### config.mk
export PLATFORM = sky130hd
export DESIGN_NAME = xbus_mux_ctrl
export DESIGN_NICKNAME = d
export VERILOG_FILES = /design/src/rtl/xbm_pkg.sv /design/src/rtl/xbm_req_slot.sv /design/src/rtl/xbm_seq.sv /design/src/rtl/xbm_pin_drv.sv /design/src/rtl/xbus_mux_ctrl.sv
export SDC_FILE = /design/constraint.sdc
export NUM_CORES = 1
export LEC_CHECK = 0
export ABC_CLOCK_PERIOD_IN_PS = 5900
export CORE_MARGIN = 4
export CORE_UTILIZATION = 53
export DETAILED_ROUTE_END_ITERATION = 6
export GPL_TIMING_DRIVEN = 0
export PLACE_DENSITY = 0.9
export SLEW_MARGIN = 30
export SYNTH_ARGS = -nofsm -noshare
export SYNTH_HDL_FRONTEND = slang
export SYNTH_SLANG_ARGS = --single-unit
export TNS_END_PERCENT = 50
### constraint.sdc
create_clock -name clk -period 5.9 [get_ports clk]
set_clock_uncertainty 0.2 [all_clocks]
set_input_delay 0.59 -clock clk [delete_from_list [all_inputs] [get_ports clk]]
set_output_delay 0.59 -clock clk [all_outputs]
set_load 0.02 [all_outputs]
### src/rtl/xbm_pkg.sv
// Shared types for the multiplexed bus controller.
// Assumes one phase tick equals half a CPU clock.
package xbm_pkg;

    // Half-clock phases of a bus cycle plus the two between-cycle states
    typedef enum logic [3:0] {
        PH_IDLE = 4'd0,  // bus quiet, outputs driven
        PH_HOLD = 4'd1,  // bus granted away, outputs float
        PH_STB  = 4'd2,  // strobe high, pins floating
        PH_ADR  = 4'd3,  // strobe high, address driven (+setup wait)
        PH_AHD  = 4'd4,  // strobe low, address held (+hold wait)
        PH_STR  = 4'd5,  // read/write strobe low
        PH_REC  = 4'd6,  // strobe released, completion reported
        PH_TAIL = 4'd7,  // write data hold second half
        PH_RIDL = 4'd8   // idle clock after a read
    } phase_e;

endpackage

### src/rtl/xbm_req_slot.sv
// One-entry request slot between CPU and bus sequencer.
// Loads a request pulse when empty; empties when the sequencer
// starts the cycle. Assumes the CPU only pulses req when valid_o is low.
module xbm_req_slot #(
    parameter int DATA_W = 16,
    parameter int BE_W   = 2
) (
    input  logic              clk,
    input  logic              rst_n,
    input  logic              req_i,
    input  logic              we_i,
    input  logic [DATA_W-1:0] addr_i,
    input  logic [DATA_W-1:0] wdata_i,
    input  logic [BE_W-1:0]   be_i,
    input  logic              take_i,
    output logic              valid_o,
    output logic              we_o,
    output logic [DATA_W-1:0] addr_o,
    output logic [DATA_W-1:0] wdata_o,
    output logic [BE_W-1:0]   be_o
);

    logic load;
    assign load = req_i && !valid_o;

    // Occupancy flag: set on load, cleared when the cycle starts
    always_ff @(posedge clk) begin
        if (!rst_n)      valid_o <= 1'b0;
        else if (take_i) valid_o <= 1'b0;
        else if (load)   valid_o <= 1'b1;
    end

    // Request fields captured on load
    always_ff @(posedge clk) begin
        if (!rst_n) begin
            we_o    <= 1'b0;
            addr_o  <= '0;
            wdata_o <= '0;
            be_o    <= '0;
        end else if (load) begin
            we_o    <= we_i;
            addr_o  <= addr_i;
            wdata_o <= wdata_i;
            be_o    <= be_i;
        end
    end

endmodule

### src/rtl/xbm_seq.sv
// Phase sequencer: walks the half-clock phases of one bus cycle and
// decides between cycles whether to grant a hold or start a queued one.
// One shared down-counter times the setup, hold, strobe and idle phases.
// Assumes config inputs are stable for the duration of a cycle.
module xbm_seq
    import xbm_pkg::*;
#(
    parameter int WAIT_W = 2
) (
    input  logic              clk,
    input  logic              rst_n,
    input  logic              pend_v,
    input  logic              hold_req,
    input  logic              ext_wait,
    input  logic [WAIT_W-1:0] wait_clks,
    input  logic              idle_en,
    input  logic              cyc_we,
    input  logic              asw_sel,
    input  logic              ahw_sel,
    output phase_e            phase_o,
    output logic              take_o,
    output logic              cap_o
);

    localparam int CNT_W = WAIT_W + 1;   // holds 2n+1 and the extension value 2

    phase_e            ph, ph_nx, gap_nx;
    logic [CNT_W-1:0]  cnt, cnt_nx;
    logic              cnt_zero;

    assign cnt_zero = (cnt == '0);

    // Between-cycle choice: hold wins over a queued request
    always_comb begin
        if (hold_req)    gap_nx = PH_HOLD;
        else if (pend_v) gap_nx = PH_STB;
        else             gap_nx = PH_IDLE;
    end

    // Next phase and counter load
    always_comb begin
        ph_nx  = ph;
        cnt_nx = cnt;
        case (ph)
            PH_IDLE: ph_nx = gap_nx;
            PH_HOLD: if (!hold_req) ph_nx = PH_IDLE;
            PH_STB: begin
                ph_nx  = PH_ADR;
                cnt_nx = asw_sel ? CNT_W'(2) : '0;
            end
            PH_ADR: begin
                if (cnt_zero) begin
                    ph_nx  = PH_AHD;
                    cnt_nx = ahw_sel ? CNT_W'(2) : '0;
                end else begin
                    cnt_nx = cnt - 1'b1;
                end
            end
            PH_AHD: begin
                if (cnt_zero) begin
                    ph_nx  = PH_STR;
                    cnt_nx = {wait_clks, 1'b1};
                end else begin
                    cnt_nx = cnt - 1'b1;
                end
            end
            PH_STR: begin
                if (cnt_zero)                             ph_nx  = PH_REC;
                else if (cnt == CNT_W'(1) && ext_wait)    cnt_nx = CNT_W'(2);
                else                                      cnt_nx = cnt - 1'b1;
            end
            PH_REC: begin
                if (cyc_we) begin
                    ph_nx = PH_TAIL;
                end else if (idle_en) begin
                    ph_nx  = PH_RIDL;
                    cnt_nx = CNT_W'(1);
                end else begin
                    ph_nx = gap_nx;
                end
            end
            PH_TAIL: ph_nx = gap_nx;
            PH_RIDL: begin
                if (cnt_zero) ph_nx  = gap_nx;
                else          cnt_nx = cnt - 1'b1;
            end
            default: ph_nx = PH_IDLE;
        endcase
    end

    // Phase and counter registers
    always_ff @(posedge clk) begin
        if (!rst_n) begin
            ph  <= PH_IDLE;
            cnt <= '0;
        end else begin
            ph  <= ph_nx;
            cnt <= cnt_nx;
        end
    end

    assign phase_o = ph;
    assign take_o  = (ph_nx == PH_STB);
    assign cap_o   = (ph == PH_STR) && cnt_zero;

endmodule

### src/rtl/xbm_pin_drv.sv
// Pin driver: holds the active cycle's fields, decodes the phase into
// pin levels and enables, captures read data on the final strobe tick.
// Assumes the region is the top REG_W bits of the address.
module xbm_pin_drv
    import xbm_pkg::*;
#(
    parameter int DATA_W = 16,
    parameter int BE_W   = 2,
    parameter int REG_W  = 1
) (
    input  logic                clk,
    input  logic                rst_n,
    input  phase_e              phase,
    input  logic                take,
    input  logic                cap,
    input  logic                slot_we,
    input  logic [DATA_W-1:0]   slot_addr,
    input  logic [DATA_W-1:0]   slot_wdata,
    input  logic [BE_W-1:0]     slot_be,
    input  logic [DATA_W-1:0]   ad_i,
    input  logic [2**REG_W-1:0] asw_en,
    input  logic [2**REG_W-1:0] ahw_en,
    output logic                cyc_we,
    output logic                asw_sel,
    output logic                ahw_sel,
    output logic                astb,
    output logic                rd_n,
    output logic [BE_W-1:0]     wr_n,
    output logic [DATA_W-1:0]   ad_o,
    output logic                ad_oe,
    output logic                ctl_oe,
    output logic                hold_ack,
    output logic                ready,
    output logic [DATA_W-1:0]   rdata
);

    logic [DATA_W-1:0] cur_addr, cur_wdata;
    logic [BE_W-1:0]   cur_be;
    logic [REG_W-1:0]  region;
    logic              strobe_ph, addr_ph, wdat_ph;

    // Active-cycle fields latched as the cycle starts
    always_ff @(posedge clk) begin
        if (!rst_n) begin
            cyc_we    <= 1'b0;
            cur_addr  <= '0;
            cur_wdata <= '0;
            cur_be    <= '0;
        end else if (take) begin
            cyc_we    <= slot_we;
            cur_addr  <= slot_addr;
            cur_wdata <= slot_wdata;
            cur_be    <= slot_be;
        end
    end

    // Read data captured as the read strobe rises
    always_ff @(posedge clk) begin
        if (!rst_n)              rdata <= '0;
        else if (cap && !cyc_we) rdata <= ad_i;
    end

    assign region  = cur_addr[DATA_W-1 -: REG_W];
    assign asw_sel = asw_en[region];
    assign ahw_sel = ahw_en[region];

    assign strobe_ph = (phase == PH_STR);
    assign addr_ph   = (phase == PH_ADR) || (phase == PH_AHD);
    assign wdat_ph   = cyc_we && ((phase == PH_STR) || (phase == PH_REC) || (phase == PH_TAIL));

    assign astb     = (phase == PH_STB) || (phase == PH_ADR);
    assign rd_n     = !(strobe_ph && !cyc_we);
    assign ad_oe    = addr_ph || wdat_ph;
    assign ad_o     = addr_ph ? cur_addr : (wdat_ph ? cur_wdata : '0);
    assign ctl_oe   = (phase != PH_HOLD);
    assign hold_ack = (phase == PH_HOLD);
    assign ready    = (phase == PH_REC);

    // One write strobe per byte lane
    for (genvar k = 0; k < BE_W; k++) begin : g_lane
        assign wr_n[k] = !(strobe_ph && cyc_we && cur_be[k]);
    end

endmodule

### src/rtl/xbus_mux_ctrl.sv
// Multiplexed address/data external bus controller, top level.
// Connects the request slot, phase sequencer and pin driver.
// Assumes clk runs at twice the CPU clock; reset is synchronous active-low.
module xbus_mux_ctrl
    import xbm_pkg::*;
#(
    parameter int DATA_W = 16,
    parameter int BE_W   = 2,
    parameter int WAIT_W = 2,
    parameter int REG_W  = 1
) (
    input  logic                clk,
    input  logic                rst_n,
    input  logic                req,
    input  logic                req_we,
    input  logic [DATA_W-1:0]   req_addr,
    input  logic [DATA_W-1:0]   req_wdata,
    input  logic [BE_W-1:0]     req_be,
    output logic                busy,
    output logic                ready,
    output logic [DATA_W-1:0]   rdata,
    input  logic [WAIT_W-1:0]   wait_clks,
    input  logic                idle_en,
    input  logic [2**REG_W-1:0] asw_en,
    input  logic [2**REG_W-1:0] ahw_en,
    output logic [DATA_W-1:0]   ad_o,
    output logic                ad_oe,
    input  logic [DATA_W-1:0]   ad_i,
    output logic                astb,
    output logic                rd_n,
    output logic [BE_W-1:0]     wr_n,
    input  logic                ext_wait,
    output logic                ctl_oe,
    input  logic                hold_req,
    output logic                hold_ack
);

    logic              pend_v, slot_we, take, cap, cyc_we, asw_sel, ahw_sel;
    logic [DATA_W-1:0] slot_addr, slot_wdata;
    logic [BE_W-1:0]   slot_be;
    phase_e            phase;

    xbm_req_slot #(.DATA_W(DATA_W), .BE_W(BE_W)) u_slot (
        .clk     (clk),
        .rst_n   (rst_n),
        .req_i   (req),
        .we_i    (req_we),
        .addr_i  (req_addr),
        .wdata_i (req_wdata),
        .be_i    (req_be),
        .take_i  (take),
        .valid_o (pend_v),
        .we_o    (slot_we),
        .addr_o  (slot_addr),
        .wdata_o (slot_wdata),
        .be_o    (slot_be)
    );

    xbm_seq #(.WAIT_W(WAIT_W)) u_seq (
        .clk       (clk),
        .rst_n     (rst_n),
        .pend_v    (pend_v),
        .hold_req  (hold_req),
        .ext_wait  (ext_wait),
        .wait_clks (wait_clks),
        .idle_en   (idle_en),
        .cyc_we    (cyc_we),
        .asw_sel   (asw_sel),
        .ahw_sel   (ahw_sel),
        .phase_o   (phase),
        .take_o    (take),
        .cap_o     (cap)
    );

    xbm_pin_drv #(.DATA_W(DATA_W), .BE_W(BE_W), .REG_W(REG_W)) u_pins (
        .clk        (clk),
        .rst_n      (rst_n),
        .phase      (phase),
        .take       (take),
        .cap        (cap),
        .slot_we    (slot_we),
        .slot_addr  (slot_addr),
        .slot_wdata (slot_wdata),
        .slot_be    (slot_be),
        .ad_i       (ad_i),
        .asw_en     (asw_en),
        .ahw_en     (ahw_en),
        .cyc_we     (cyc_we),
        .asw_sel    (asw_sel),
        .ahw_sel    (ahw_sel),
        .astb       (astb),
        .rd_n       (rd_n),
        .wr_n       (wr_n),
        .ad_o       (ad_o),
        .ad_oe      (ad_oe),
        .ctl_oe     (ctl_oe),
        .hold_ack   (hold_ack),
        .ready      (ready),
        .rdata      (rdata)
    );

    assign busy = pend_v;

endmodule

==> impl_metrics.csv <==
group,metric,value,unit
floorplan,pin_count,104,
finish,seqCellArea,1880,sq um
drt,drc,0,
worst_setup_path,rrSetupSlack,2980,ps
power_and_ir_drop,switchingPower,0.557,mW
sta,min_period,4010,ps
synthesis,synth_common_cells,"178 x nand2_1, 94 x dfxtp_1, 60 x a21oi_1",
floorplan,die_area,9450,sq um
drt,drt_iter0_drc,246,
global_route,grt_max_degree,17,
power_and_ir_drop,p_seq_share,41.1,%
clock_network,numCtsBuffers,9,
worst_setup_path,r2r-end,"u_pins.cur_wdata[14]",
drt,drt_first_pass_iters,5,
placed_design,place_ws,2340,ps
worst_hold_path,min_delay_path_depth,2,
finish,layout.nets,697,
finish,final_core_util,72.6,%
synthesis,ys_warn_count,0,
finish,multi_input_area,2100,sq um
power_and_ir_drop,ir_drop,249,uV
power_and_ir_drop,power.leakage,2.00,nW
drt,totalWireLength,11.5,mm
finish,antennaDiodeCount,0,
floorplan,die_w,97.2,um
worst_setup_path,crit_arrival,3220,ps
global_route,grt_pass1_vias,4140,
worst_setup_path,endpoint_kind,"output port",
power_and_ir_drop,power_density,311,nW/um^2
power_and_ir_drop,fin_total_pwr,1.75,mW
status,status,"complete, no violations",
synthesis,synthTopCellsByArea,"dfxtp_1 45%, nand2_1 16%, mux2i_1 8.5%",
power_and_ir_drop,swShare,31.9,%
worst_setup_path,required,5110,ps
sta,setup_ws,1890,ps
synthesis,synth_top_area_cell,"dfxtp_1",
power_and_ir_drop,pwr-share-comb,30.4,%
finish,fill_cells,580,
sta,tightest_slew,562,ps
clock_network,cts_max_level,3,
synthesis,post_synth_num_cell_types,51,
clock_network,cts-resized-gates,0,
sta,maxSlewHeadroom,62.6,%
sta,finalHoldViolCount,0,
floorplan,initial_utilization,54.6,%
sta,final.setup.tns,0,ps
power_and_ir_drop,power_frac_clock,28.4,%
floorplan,num_rows,32,
synthesis,async_reset_ff_share,0,%
sta,setup_violations,0,
floorplan,fp.dieH,97.2,um
power_and_ir_drop,internal_power,1.19,mW
synthesis,yosys.cell_count.top_type,"nand2_1",
global_route,track_usage,24.6,%
worst_hold_path,min_from,"u_pins.rdata[11]",
synthesis,synth_edf_count,0,
placed_design,io_buffers,103,
sta,rsz0062_at_grt,"false",
floorplan,fp.coreArea,7730,sq um
synthesis,ys_seq_area_share,44.6,%
global_route,grt_pass1_wl,19.3,mm
worst_setup_path,r2r-start,"u_seq.cnt[0]",
worst_setup_path,path_class,"reg2out",
clock_network,cts_tree,"done",
clock_network,clk_path_buf_depth,2,
synthesis,syn_avg_cell_area,8.16,sq um
worst_setup_path,rr_worst_depth,10,
worst_setup_path,crit_fanout,10,
finish,drive_gt1_share,5.97,%
synthesis,syn_area,4220,sq um
clock_network,clkSinkCount,94,
worst_setup_path,critPathLaunchType,"register",
synthesis,synthCells,517,
sta,fmax,249,MHz
clock_network,clk_pin_slew_worst_paths,100,ps
clock_network,cts_hold_buf,0,
synthesis,synth_ff_type,"dfxtp_1",
worst_hold_path,holdPathEnd,"u_pins.rdata[11]",
placed_design,gp_congestion,0.979,
placed_design,hpwl,8.62,mm
synthesis,synthesis.nets,583,
drt,avgRoutedWirePerCell,15.6,um
drt,ant_nets,0,
worst_hold_path,hold_path_class,"reg2reg",
drt,via_per_inst,5.55,
sta,drv_slew,0,
global_route,antenna_found_initial,0,
job,maxCapViolCount,0,
finish,areaGrowthSynthToFinish,32.9,%
clock_network,post_cts_buffers,0,
drt,vias,4098,
synthesis,ys_ff_latch,94,
clock_network,root_buffer,"clkbuf_8",
synthesis,synth_top_area_share,44.6,%
global_route,grt.overflow.total,0,
sta,post-route-period-util,68.0,%
clock_network,clock_latency,370,ps
[through the flow]
stage / area, sq um / instances / hold WS [ps]
after global routing: 5610 / 738 / 279
final: 5610 / 738 / 262
after detailed placement: 5380 / 722 / 247
after global placement: 5380 / 722 / 242
after CTS: 5610 / 738 / 261
after floorplan: 4220 / 517 / 234
[area by class of cell]
type	count	area share (%)
sequential	94	33.6
tap	102	2.28
timing repair buffer	103	18.4
clock buffer	11	2.52
multi-input combinational	378	37.4
buffer	38	3.79
clock inverter	5	1.58
inverter	7	0.469
[power groups by stage]
stage / Combinational, mW / Sequential [mW] / Clock (mW)
after floorplan: 0.375 / 0.726 / 0
after global placement: 0.516 / 0.729 / 0
after detailed placement: 0.524 / 0.732 / 0
after CTS: 0.527 / 0.717 / 0.498
after global routing: 0.574 / 0.725 / 0.527
final: 0.531 / 0.718 / 0.496
[cell families (layout without fill, tap and decap cells)]
logic type | count (synthesis) | after routing | share of synthesized area, %
compound gates | 105 | 105 | 15.5
simple gates | 231 | 231 | 24.0
fa+ha+maj | 3 | 3 | 0.890
flops | 94 | 94 | 44.6
buf+inv | 45 | 164 | 5.66
xor+xnor | 1 | 1 | 0.208
mux | 38 | 38 | 9.07
[worst max path at each step]
| stage | startpoint | endpoint | slack, ps |
|---|---|---|---|
| after global placement | u_seq.phase_o[1] | ad_o[12] | 2420 |
| after floorplan | u_seq.phase_o[1] | ad_o[10] | 3280 |
| after CTS | u_seq.phase_o[1] | ad_o[12] | 1930 |
| after global routing | u_seq.phase_o[1] | ad_o[5] | 1650 |
| after detailed placement | u_seq.phase_o[1] | ad_o[12] | 2340 |
| final | u_seq.phase_o[1] | ad_o[13] | 1890 |
[cell usage in the layout (no fill, tap or decap), types with 3 or more instances in the layout]
cell,netlist,final
nand2b_1,4,4
mux2i_1,36,36
clkdlybuf4s50_1,0,103
dfxtp_1,94,94
clkbuf_8,0,10
clkbuf_1,28,29
and4bb_2,3,3
buf_2,5,5
or2_2,3,3
a21oi_1,60,60
buf_12,3,3
inv_1,6,6
nor3_1,3,3
o21ai_0,10,10
nand3_1,7,7
nor2_1,11,11
nor3b_1,3,3
nor2b_1,6,6
nand2_1,178,178
a22o_1,16,16
ha_1,3,3
[flip-flops by register name (all words and copies together) (netlist names)]
signal,cells
u_pins.rdata,16
u_pins.cur_addr,16
u_pins.cyc_we,1
u_seq.cnt,3
u_pins.cur_be,2
u_pins.cur_wdata,16
u_slot.we_o,1
u_slot.wdata_o,16
u_slot.addr_o,16
u_slot.be_o,2
u_slot.valid_o,1
u_seq.phase_o,4
[routing by layer]
metal	vias up	GRT usage [%]	wire, um
li1	1974	-	-
met1	1932	30.7	4990
met2	161	41.6	5590
met3	31	4.74	663
met4	0	9.80	289
met5	-	0	0
[worst max-delay path, cell delays in order, from the launching register on]
cell and delay, ps:
dfxtp_1 390, buf_2 220, clkbuf_1 360, nand3b_1 140, a21oi_2 450, clkbuf_1 430, a22o_1 240, clkdlybuf4s50_1 610
Note: power is estimated with default switching activity, not from simulation.
